<file path="src/rtl/shreg_rd_pkg.sv">
package shreg_rd_pkg;

    // Controller states; the encoding carries no meaning outside the block.
    typedef enum logic [2:0] {
        ST_IDLE   = 3'd0,
        ST_LOAD   = 3'd1,
        ST_SETTLE = 3'd2,
        ST_HIGH   = 3'd3,
        ST_LOW    = 3'd4,
        ST_DONE   = 3'd5
    } rd_state_t;

    function automatic int max3(input int a, input int b, input int c);
        int m;
        m = (a > b) ? a : b;
        return (m > c) ? m : c;
    endfunction

endpackage

</file>
<file path="src/rtl/shreg_rd_timer.sv">
// Down-counter that times each phase. Loading value V gives V+1 cycles until expiry.
module shreg_rd_timer #(
    parameter int TW = 4
) (
    input  logic          clk,
    input  logic          rst_n,
    input  logic          load_en,
    input  logic [TW-1:0] load_val,
    output logic          expired
);
    logic [TW-1:0] cnt;

    always_ff @(posedge clk or negedge rst_n) begin
        if (!rst_n) begin
            cnt <= '0;
        end else if (load_en) begin
            cnt <= load_val;
        end else if (cnt != '0) begin
            cnt <= cnt - 1'b1;
        end
    end

    assign expired = (cnt == '0);

endmodule

</file>
<file path="src/rtl/shreg_rd_shifter.sv">
// Gathers serial samples and publishes the finished byte, optionally inverted.
module shreg_rd_shifter #(
    parameter int NBITS       = 8,
    parameter bit INVERT_DATA = 1'b0
) (
    input  logic             clk,
    input  logic             rst_n,
    input  logic             clear,
    input  logic             sample_en,
    input  logic             sdata,
    input  logic             commit,
    output logic [NBITS-1:0] byte_out
);
    logic [NBITS-1:0] gather;
    logic [NBITS-1:0] fixed;

    // the first sample ends up in the top bit after NBITS-1 shifts.
    always_ff @(posedge clk or negedge rst_n) begin
        if (!rst_n) begin
            gather <= '0;
        end else if (clear) begin
            gather <= '0;
        end else if (sample_en) begin
            gather <= {gather[NBITS-2:0], sdata};
        end
    end

    // polarity correction chosen at elaboration.
    generate
        if (INVERT_DATA) begin : g_inv
            assign fixed = ~gather;
        end else begin : g_true
            assign fixed = gather;
        end
    endgenerate

    // the published byte changes only on commit.
    always_ff @(posedge clk or negedge rst_n) begin
        if (!rst_n) begin
            byte_out <= '0;
        end else if (commit) begin
            byte_out <= fixed;
        end
    end

endmodule

</file>
<file path="src/rtl/shreg_rd_fsm.sv">
// Sequencer: state register, next-state/control logic and pin outputs.
module shreg_rd_fsm
    import shreg_rd_pkg::*;
#(
    parameter int NBITS    = 8,
    parameter int CLK_DIV  = 4,
    parameter int LOAD_W   = 2,
    parameter int SETTLE_W = 2,
    parameter int TW       = 4
) (
    input  logic          clk,
    input  logic          rst_n,
    input  logic          start_i,
    input  logic          tmr_expired,
    output logic          tmr_load,
    output logic [TW-1:0] tmr_val,
    output logic          sample_en,
    output logic          clear,
    output logic          commit,
    output logic          load_n_o,
    output logic          inh_o,
    output logic          sclk_o,
    output logic          done_o,
    output rd_state_t     state_o
);
    localparam int PW = $clog2(NBITS + 1);

    localparam logic [TW-1:0] LOAD_RELOAD   = TW'(LOAD_W - 1);
    localparam logic [TW-1:0] SETTLE_RELOAD = TW'(SETTLE_W - 1);
    localparam logic [TW-1:0] HALF_RELOAD   = TW'(CLK_DIV - 1);
    localparam logic [PW-1:0] LAST_PULSE    = PW'(NBITS - 1);

    rd_state_t       state, state_nx;
    logic [PW-1:0]   pulse, pulse_nx;

    // State register process.
    always_ff @(posedge clk or negedge rst_n) begin
        if (!rst_n) begin
            state <= ST_IDLE;
            pulse <= '0;
        end else begin
            state <= state_nx;
            pulse <= pulse_nx;
        end
    end

    // Transitions and datapath controls.
    always_comb begin
        state_nx  = state;
        pulse_nx  = pulse;
        tmr_load  = 1'b0;
        tmr_val   = '0;
        sample_en = 1'b0;
        clear     = 1'b0;
        commit    = 1'b0;
        unique case (state)
            ST_IDLE: begin
                // requests are looked at here only.
                if (start_i) begin
                    state_nx = ST_LOAD;
                    tmr_load = 1'b1;
                    tmr_val  = LOAD_RELOAD;
                    clear    = 1'b1;
                    pulse_nx = '0;
                end
            end
            ST_LOAD: begin
                if (tmr_expired) begin
                    state_nx = ST_SETTLE;
                    tmr_load = 1'b1;
                    tmr_val  = SETTLE_RELOAD;
                end
            end
            ST_SETTLE: begin
                if (tmr_expired) begin
                    // most significant bit taken while the clock is still low.
                    sample_en = 1'b1;
                    state_nx  = ST_HIGH;
                    tmr_load  = 1'b1;
                    tmr_val   = HALF_RELOAD;
                end
            end
            ST_HIGH: begin
                if (tmr_expired) begin
                    state_nx = ST_LOW;
                    tmr_load = 1'b1;
                    tmr_val  = HALF_RELOAD;
                end
            end
            ST_LOW: begin
                if (tmr_expired) begin
                    if (pulse == LAST_PULSE) begin
                        // eighth pulse is a flush, publish the byte.
                        state_nx = ST_DONE;
                        commit   = 1'b1;
                    end else begin
                        // data moved by the rising edge is now stable.
                        sample_en = 1'b1;
                        state_nx  = ST_HIGH;
                        tmr_load  = 1'b1;
                        tmr_val   = HALF_RELOAD;
                        pulse_nx  = pulse + 1'b1;
                    end
                end
            end
            ST_DONE: begin
                state_nx = ST_IDLE;
            end
            default: begin
                state_nx = ST_IDLE;
            end
        endcase
    end

    // Pin outputs decoded from the state register.
    always_comb begin
        load_n_o = 1'b0;
        inh_o    = 1'b0;
        sclk_o   = 1'b0;
        done_o   = 1'b0;
        unique case (state)
            ST_IDLE: begin
                inh_o = 1'b1;
            end
            ST_LOAD: begin
                // inhibit and clock low before the release.
            end
            ST_SETTLE: begin
                load_n_o = 1'b1;
            end
            ST_HIGH: begin
                load_n_o = 1'b1;
                sclk_o   = 1'b1;
            end
            ST_LOW: begin
                load_n_o = 1'b1;
            end
            ST_DONE: begin
                done_o = 1'b1;
            end
            default: begin
                inh_o = 1'b1;
            end
        endcase
    end

    assign state_o = state;

endmodule

</file>
<file path="src/rtl/shreg_reader.sv">
// Top level: reads one external parallel-load shift register per start request.
module shreg_reader
    import shreg_rd_pkg::*;
#(
    parameter int NBITS       = 8,
    parameter int CLK_DIV     = 4,
    parameter int LOAD_W      = 2,
    parameter int SETTLE_W    = 2,
    parameter bit INVERT_DATA = 1'b0
) (
    input  logic             clk,
    input  logic             rst_n,
    input  logic             start_i,
    input  logic             sdata_i,
    output logic             load_n_o,
    output logic             inh_o,
    output logic             sclk_o,
    output logic             done_o,
    output logic [NBITS-1:0] byte_o
);
    localparam int MAXCNT = max3(CLK_DIV, LOAD_W, SETTLE_W);
    localparam int TW     = (MAXCNT < 2) ? 1 : $clog2(MAXCNT);

    logic          tmr_load;
    logic [TW-1:0] tmr_val;
    logic          tmr_expired;
    logic          sample_en;
    logic          clear;
    logic          commit;
    rd_state_t     state;

    shreg_rd_timer #(
        .TW (TW)
    ) u_timer (
        .clk      (clk),
        .rst_n    (rst_n),
        .load_en  (tmr_load),
        .load_val (tmr_val),
        .expired  (tmr_expired)
    );

    shreg_rd_fsm #(
        .NBITS    (NBITS),
        .CLK_DIV  (CLK_DIV),
        .LOAD_W   (LOAD_W),
        .SETTLE_W (SETTLE_W),
        .TW       (TW)
    ) u_fsm (
        .clk         (clk),
        .rst_n       (rst_n),
        .start_i     (start_i),
        .tmr_expired (tmr_expired),
        .tmr_load    (tmr_load),
        .tmr_val     (tmr_val),
        .sample_en   (sample_en),
        .clear       (clear),
        .commit      (commit),
        .load_n_o    (load_n_o),
        .inh_o       (inh_o),
        .sclk_o      (sclk_o),
        .done_o      (done_o),
        .state_o     (state)
    );

    shreg_rd_shifter #(
        .NBITS       (NBITS),
        .INVERT_DATA (INVERT_DATA)
    ) u_shift (
        .clk       (clk),
        .rst_n     (rst_n),
        .clear     (clear),
        .sample_en (sample_en),
        .sdata     (sdata_i),
        .commit    (commit),
        .byte_out  (byte_o)
    );

endmodule

</file>
<file path="config.mk">
export PLATFORM = sky130hd
export DESIGN_NAME = shreg_reader
export DESIGN_NICKNAME = d
export VERILOG_FILES = /design/src/rtl/shreg_rd_pkg.sv /design/src/rtl/shreg_rd_timer.sv /design/src/rtl/shreg_rd_shifter.sv /design/src/rtl/shreg_rd_fsm.sv /design/src/rtl/shreg_reader.sv
export SDC_FILE = /design/constraint.sdc
export NUM_CORES = 1
export LEC_CHECK = 0
export ABC_AREA = 1
export CELL_PAD_IN_SITES_DETAIL_PLACEMENT = 0
export CELL_PAD_IN_SITES_GLOBAL_PLACEMENT = 1
export CORE_UTILIZATION = 46
export CTS_BUF_LIST = sky130_fd_sc_hd__clkbuf_16
export DETAILED_ROUTE_END_ITERATION = 6
export DONT_BUFFER_PORTS = 1
export GPL_ROUTABILITY_DRIVEN = 0
export HOLD_SLACK_MARGIN = 0.05
export PLACE_DENSITY = 0.85
export SYNTH_ARGS = -nofsm -noshare
export SYNTH_HDL_FRONTEND = slang
export SYNTH_SLANG_ARGS = --single-unit
</file>
<file path="constraint.sdc">
create_clock -name clk -period 1.6 [get_ports clk]
set_clock_uncertainty 0.05 [all_clocks]
set_input_delay 0.32 -clock clk [delete_from_list [all_inputs] [get_ports clk]]
set_output_delay 0.32 -clock clk [all_outputs]
set_load 0.01 [all_outputs]
</file>
# Word-level counts from Yosys, hierarchy flattened
# Cells that the tools add are included.
# classes
eq_ne	12
n_addsub	2
reduce_logical	12
muxes	35
# ops
operator	n
two-way mux 3 bit	6
two-way mux 8 bit	2
case mux 3 bit (5 select lines)	1
two-way mux 1 bit	14
two-way mux 4 bit	3
inequality test 2 bit (second input constant)	6
two-way mux 2 bit	5
case mux 2 bit (4 select lines)	1
case mux 4 bit (2 select lines)	1
nonzero test 2 bit	4
equality test 3 x 2 -> 1 bit (second input constant)	2
equality test 3 bit (second input constant)	2
OR reduction 3 bit	2
AND reduction 5 bit	1
OR reduction 5 bit	1
adder 4 x 1 -> 4 bit (second input constant)	1
equality test 4 x 3 -> 1 bit (second input constant)	1
AND reduction 4 bit	1
equality test 3 x 1 -> 1 bit (second input constant)	1
zero test 3 bit	1
case mux 1 bit (3 select lines)	1
zero test 2 bit	1
case mux 1 bit (2 select lines)	1
OR reduction 2 bit	1
subtractor 2 x 1 -> 2 bit (second input constant)	1
# word_totals
elab_cells	66
output_inout_bits	12
reg_bits	25

# Longest topological paths before layout
# Gate-level depths: netlist of the first run.
# logic_depth
depth_word	6
mapped_depth	9

# Cells and area by module
# Synthesis of the first run repeated with hierarchy kept, for this count alone.
# hier_totals
cells_unflattened	171
area_unflattened_um2	1302.5
# modules_own_cells
module	n_inst	area_per_inst_um2	cells_each
shreg_rd_shifter	1	646.9	68
shreg_rd_fsm	1	535.5	86
shreg_rd_timer	1	120.1	17

# Worst setup path before layout of the first run
# Ideal clock, no wire load.
# synth_path
kind	reg-to-reg
start	register u_timer.cnt[0]
end	register u_shift.byte_out[2]
t_arrival_ps	1263
stages_incl_launch_ff	8
setup_slack_ps	161
setup_time_ps	126
required_time_ps	1424
path_cell_list	dfrtp_1 inv_1 ha_1 clkbuf_8 inv_12 nor3_4 buf_6 o21ai_0
# synth_via
elab_chain_len	3
# synth_lines
item	line	rtl
start: declaration	shreg_rd_timer.sv:11	logic [TW-1:0] cnt;
start signal: assignment	shreg_rd_timer.sv:17	cnt <= load_val;
start signal: assignment	shreg_rd_timer.sv:19	cnt <= cnt - 1'b1;
zero test 2 bit	shreg_rd_timer.sv:23	assign expired = (cnt == '0);
two-way mux 1 bit	shreg_rd_fsm.sv:91	if (tmr_expired) begin
two-way mux 1 bit	shreg_rd_fsm.sv:56	unique case (state)
end signal: assignment	shreg_rd_shifter.sv:42	byte_out <= fixed;
end: declaration	shreg_rd_shifter.sv:12	output logic [NBITS-1:0] byte_out
# Every way passes these cells.
# A chain may end at the register's enable or synchronous reset.

# Final worst setup path of the first run
# layout_path
start	register u_fsm.state[2] (netlist: u_fsm.state_o[2])
end	output load_n_o
# layout_via
elab_chain_len	3
word_cells_on_any_way	5
classes_between	3 x eq/ne; 1 x mux; 1 x reduce/logical
# layout_lines
item	line	rtl
start: declaration	shreg_rd_fsm.sv:33	rd_state_t state, state_nx;
start signal: assignment	shreg_rd_fsm.sv:42	state <= state_nx;
equality test 3 x 2 -> 1 bit or equality test 3 bit (tied branches)	shreg_rd_fsm.sv:121	unique case (state)
OR reduction 3 bit (no source line) *	n/a	
two-way mux 1 bit *	shreg_rd_fsm.sv:121	
end: declaration	shreg_reader.sv:15	output logic load_n_o,
# Mark *: on every way between the ends. The rest lies on a longest branch, timed or not.

==> flow_summary.json, run 1 <==
{
  "grt-ovfl-total": 0,
  "rows": 19,
  "synth_cell_type_count": 24,
  "busiest_layer": "met2",
  "worstPathRequired_ns": 1.23,
  "final_util": 0.5699,
  "syn_nets": 171,
  "core_mm2": 0.002758,
  "worst_pin_slew_ns": 0.2435,
  "place_ws_ns": 0.08161,
  "hold_depth": 4,
  "seqCellArea_um2": 629.4,
  "ys_ff_latch": 25,
  "syn-instance-count": 165,
  "viasPerCell": 5.034,
  "path_clk_slew_ns": 0.06,
  "firstDrtPassIters": 5,
  "diodes": 0,
  "met3_usage": 0.03023,
  "synth_area_mm2": 0.001340,
  "yosys_warnings": 0,
  "wl_per_cell_um": 11.88,
  "reg2regPathDepth": 7,
  "drive_gt1_frac": 0.1977,
  "maxCapViolCount": 0,
  "final_common_cell": "nand2_1",
  "grt_antenna_before_repair": 0,
  "cts_root_buffer": "clkbuf_16",
  "grt_pass1_wl_mm": 4.312,
  "first_global_vias": 985,
  "layout_common_cells": "nand2_1, inv_1, dfrtp_1",
  "fill_cells": 263,
  "cts_buffers": 3,
  "die_w_um": 55.98,
  "seq_area_frac_synth": 0.4669,
  "rr_startpoint": "u_fsm.pulse[0]",
  "fp.dieH_um": 55.98,
  "relSlewSlack": 0.8376,
  "met1_usage": 0.2399,
  "setup_viol": 0,
  "ir_worst_vdd_mv": 1.008,
  "status": "finished clean",
  "timing.reg2reg.setup_slack_ns": 0.11,
  "finalPower_mw": 2.276,
  "period_minus_slack_ns": 1.524,
  "worstHoldPathType": "in -> reg",
  "syn_avg_cell_area_um2": 8.121,
  "worstHoldEndpoint": "u_shift.fixed[0]",
  "critPathCaptureType": "output pin",
  "stdcell_area_mm2": 0.001572,
  "power_leakage_nw": 0.8034,
  "grtUsageTotal": 0.1750,
  "drc": 0,
  "routed_wl_mm": 2.471,
  "syn_to_final_growth_pct": 17.27,
  "tns_ns": 0,
  "p_per_area_mw_per_mm2": 1449,
  "multiInputGateArea_um2": 554.3,
  "via_count": 1047,
  "dr.first_iter.drc_count": 33,
  "holdCritStartpoint": "sdata_i",
  "cts_tree": "done",
  "start_util": 0.4859,
  "crit_fanout": 7,
  "cp-start-kind": "flip-flop",
  "crit_type": "reg -> out",
  "die_area_mm2": 0.003133,
  "io_pins": 16,
  "grt_max_degree": 26,
  "finalCritPeriodShare": 0.9528,
  "hold_viol_final": 0,
  "htree_levels": 1,
  "max_clock_freq_mhz": 656.0,
  "final_nets": 184,
  "cts_buffer_depth": 2,
  "r2r-end": "u_shift.fixed[6]",
  "slew_violations": 0,
  "io_buffers": 0,
  "cts.sinks": 25,
  "ant_nets": 0,
  "met2_usage": 0.2687,
  "critPathArrivalTime_ns": 1.15,
  "clock_latency_ns": 0.26,
  "worst_slack_ns": 0.07550,
  "place_hpwl_mm": 1.644,
  "placed_area_mm2": 0.001381
}
-- how the worst max path moves through the flow --
stage / end / cells after the start / slack (ns) / from
finish: load_n_o / 4 / 0.08 / u_fsm.state_o[2]
global route: u_shift.fixed[7] / 8 / -0.02 / u_timer.cnt[0]
CTS: load_n_o / 4 / 0.02 / u_fsm.state_o[1]
detailed placement: u_shift.fixed[1] / 5 / 0.08 / u_fsm.pulse[0]
global placement: u_shift.fixed[1] / 5 / 0.16 / u_fsm.pulse[0]
floorplan: u_shift.byte_out[2] / 7 / 0.16 / u_timer.cnt[0]
-- report_power, final --
group          internal, mW  total (mW)  leakage [nW]  switching, mW
sequential            0.718       0.792         0.337         0.0735
combinational         0.358       0.920         0.430          0.562
clock                 0.339       0.565        0.0371          0.226
total                  1.42        2.28         0.803          0.861
-- routing by layer --
layer	share of wire	vias up
met1	0.47	475
met5	0	-
met3	0.048	5
met4	0.019	0
met2	0.46	28
li1	-	539
-- synthesized netlist by cell type --
cell type	count	area share
nand2_2	2	0.0093
nand2_4	1	0.0084
nor2_2	1	0.0047
nand3_2	1	0.0075
nor3b_1	1	0.0056
nand3b_1	1	0.0056
o21ai_4	1	0.012
nor2_1	10	0.028
nand2_1	47	0.13
nand4_1	2	0.0093
xor2_1	2	0.013
inv_12	1	0.012
clkbuf_8	1	0.010
ha_1	2	0.019
inv_1	27	0.076
o21ai_2	2	0.013
buf_6	3	0.025
o21ai_0	19	0.071
inv_2	1	0.0028
nand3_1	9	0.034
a21oi_1	4	0.015
nor3_4	1	0.012
nor2_4	1	0.0084
dfrtp_1	25	0.47
-- timing repair --
item / in CTS / in global routing
hold endpoints to repair: 25 / 0
endpoints found under the setup margin: 3 / 8
hold buffers: 2 / 0
gates resized for setup: 4 / 5
setup buffers: 1 / 4
pin swaps: 0 / 2
-- logic make-up (layout without fill, tap and decap cells) --
logic type / after synthesis / in the layout / synth area share
AOI/OAI and AO/OA: 26 / 26 / 0.1111
xor gates and xnor gates: 2 / 2 / 0.01307
adders and majority gates: 2 / 2 / 0.01867
buffers and inverters: 33 / 45 / 0.1260
DFF: 25 / 25 / 0.4669
and+or+nand+nor: 77 / 77 / 0.2642
-- sequential cells by signal, indices dropped and copies added, names as in the netlist --
name and cells:
u_fsm.state_o 3, u_fsm.pulse 4, u_shift.byte_out 8, u_timer.cnt 2, u_shift.fixed 8
-- per-stage QoR --
| stage | std cells | hold slack, ns |
|---|---|---|
| floorplan | 165 | -0.02559 |
| CTS | 204 | 0.2247 |
| global route | 208 | 0.2498 |
| detailed placement | 197 | -0.02498 |
| global placement | 197 | -0.02497 |
| finish | 208 | 0.2267 |
-- worst max-delay path, stage by stage (launching register included) --
cell     delay [ns]
dfrtp_2        0.45
inv_4          0.10
nand2_1        0.10
nand2_2        0.11
buf_4          0.13
-- area by class of cell --
class                      count  share of cell area
multi-input combinational    107              0.3527
sequential                    25              0.4005
inverter                      29             0.07882
timing repair buffer          12             0.09076
clock buffer                   3             0.04777
clock inverter                 1            0.004777
tap                           31             0.02468
(Power assumes the default switching activity.)
==> inputs of run 2 (changes only) <==
CORE_UTILIZATION = 36   (was 46)
PLACE_DENSITY = 0.71   (was 0.85)
==> flow_summary.json, run 2 (synthesized netlist as in run 1, its figures left out) <==
{
  "critPathCapture": "load_n_o",
  "fp.dieH_um": 63.01,
  "drc": 0,
  "grtUsageTotal": 0.1443,
  "power_frac_seq": 0.356,
  "switching_share": 0.3792,
  "die_area_mm2": 0.003970,
  "p_switching_mw": 0.8484,
  "cts_tree": "done",
  "relSlewSlack": 0.8299,
  "worstHoldPathType": "in -> reg",
  "maxCapViolCount": 0,
  "crit_chain": "nor2_4 > nand2_4 > nand2_2 > buf_4",
  "final_util": 0.4511,
  "cp_slowest_stage_delay_ns": 0.44,
  "critPathCaptureType": "output pin",
  "crit_type": "reg -> out",
  "via_count": 1010,
  "critPathArrivalTime_ns": 1.20,
  "finalCritPeriodShare": 0.9788,
  "ir_worst_vdd_mv": 0.8880,
  "reg2regPathDepth": 7,
  "worst_pin_slew_ns": 0.2549,
  "cts_buffer_depth": 2,
  "crit_fanout": 7,
  "rows": 21,
  "p_clk_frac": 0.249,
  "routed_wl_mm": 2.497,
  "cts.sinks": 25,
  "final_common_cell": "nand2_1",
  "viasPerCell": 4.591,
  "max_clock_freq_mhz": 638.5,
  "htree_levels": 1,
  "power_leakage_nw": 0.7823,
  "setup_viol": 0,
  "syn_to_final_growth_pct": 15.87,
  "final_nets": 181,
  "core_mm2": 0.003442,
  "p_per_area_mw_per_mm2": 1441,
  "rsz0062_at_grt": "yes",
  "power.internal_mw": 1.389,
  "startpoint": "u_fsm.state_o[1]",
  "drive_gt1_frac": 0.1782,
  "diodes": 0,
  "rr_startpoint": "u_timer.cnt[0]",
  "first_global_vias": 971,
  "start_util": 0.3893,
  "ant_nets": 0,
  "die_w_um": 63.01,
  "grt_pass1_wl_mm": 4.491,
  "cp_slowest_cell": "dfrtp_2",
  "slew_violations": 0,
  "cts_root_buffer": "clkbuf_16",
  "io_buffers": 0,
  "timing.reg2reg.setup_slack_ns": 0.13,
  "io_pins": 16,
  "clock_latency_ns": 0.26,
  "pwr-share-comb": 0.394,
  "r2r-end": "u_shift.fixed[5]",
  "grt-ovfl-total": 0,
  "status": "finished clean",
  "worstPathRequired_ns": 1.23,
  "path_clk_slew_ns": 0.07,
  "layout_common_cells": "nand2_1, inv_1, dfrtp_1",
  "grt_antenna_before_repair": 0,
  "cp-start-kind": "flip-flop",
  "grt_max_degree": 26,
  "period_minus_slack_ns": 1.566,
  "place_hpwl_mm": 1.769,
  "timing.hold.ws_ns": 0.2215,
  "firstDrtPassIters": 4,
  "wl_per_cell_um": 11.35,
  "hold_viol_final": 0,
  "dr.first_iter.drc_count": 65,
  "cts_buffers": 3
}
-- run 2: cell types whose count changed in the layout (fill, tap and decap cells not counted) --
cell and change:
inv_1 +1, inv_4 -1, buf_4 -2, buf_12 -1
-- run 2: metrics by stage --
| stage | setup TNS (ns) | setup WS, ns | cells | power (mW) | cell area [µm²] |
|---|---|---|---|---|---|
| floorplan | 0 | 0.1606 | 165 | 1.440 | 1340 |
| global placement | 0 | 0.1520 | 212 | 1.579 | 1400 |
| detailed placement | 0 | 0.08626 | 212 | 1.583 | 1400 |
| CTS | -0.01541 | -0.01541 | 219 | 2.215 | 1528 |
| global route | -0.01609 | -0.01609 | 220 | 2.416 | 1553 |
| finish | 0 | 0.03393 | 220 | 2.237 | 1553 |
-- run 2: power groups by stage --
stage	Combinational [mW]	Clock, mW	Sequential [mW]
after floorplan	0.649	0	0.791
after global placement	0.776	0	0.803
after detailed placement	0.779	0	0.804
after CTS	0.845	0.578	0.792
after global routing	1.00	0.603	0.812
final	0.882	0.558	0.798
-- run 2: worst max-delay path, delay by kind of cell, from the launching register on --
family | cells | cell delay (ns)
buf+inv | 1 | 0.13
simple gates | 3 | 0.37
flops | 1 | 0.44
-- run 2: final cells by class --
cell class	instances	area (µm²)
multi-input cells	107	554.3
flip-flops and latches	25	629.4
fillers	336	1889
inverters	29	121.4
repair buffers	9	107.6
well taps	46	57.56
clock inverters	1	7.507
clock buffers	3	75.07
-- run 2: worst min-delay path by stage --
stage / start / end / cells past startpoint
floorplan: rst_n / u_fsm.pulse[0] / 0
detailed placement: rst_n / u_fsm.pulse[2] / 0
global route: sdata_i / u_shift.fixed[0] / 4
CTS: sdata_i / u_shift.fixed[0] / 4
finish: sdata_i / u_shift.fixed[0] / 4
global placement: rst_n / u_fsm.pulse[2] / 0
-- run 2: what timing repair did --
item	4_1_cts	5_1_grt
pin swaps	0	3
hold buffers	2	0
endpoints found under the hold margin	25	0
buffers inserted	1	1
endpoints found under the setup margin	3	10
resized for setup	3	4
-- run 2: per-layer routing --
layer,GRT usage,share of wire
met5,0,0
met4,0.04942,0.019
met3,0.02737,0.032
met2,0.2231,0.45
met1,0.1998,0.50
==> inputs of run 3 (changes only) <==
GPL_ROUTABILITY_DRIVEN = not set   (was 0)
SLEW_MARGIN = 20   (was not set)
==> results of run 3 <==
The final DEF is identical to that of run 2; final timing and power are the same.
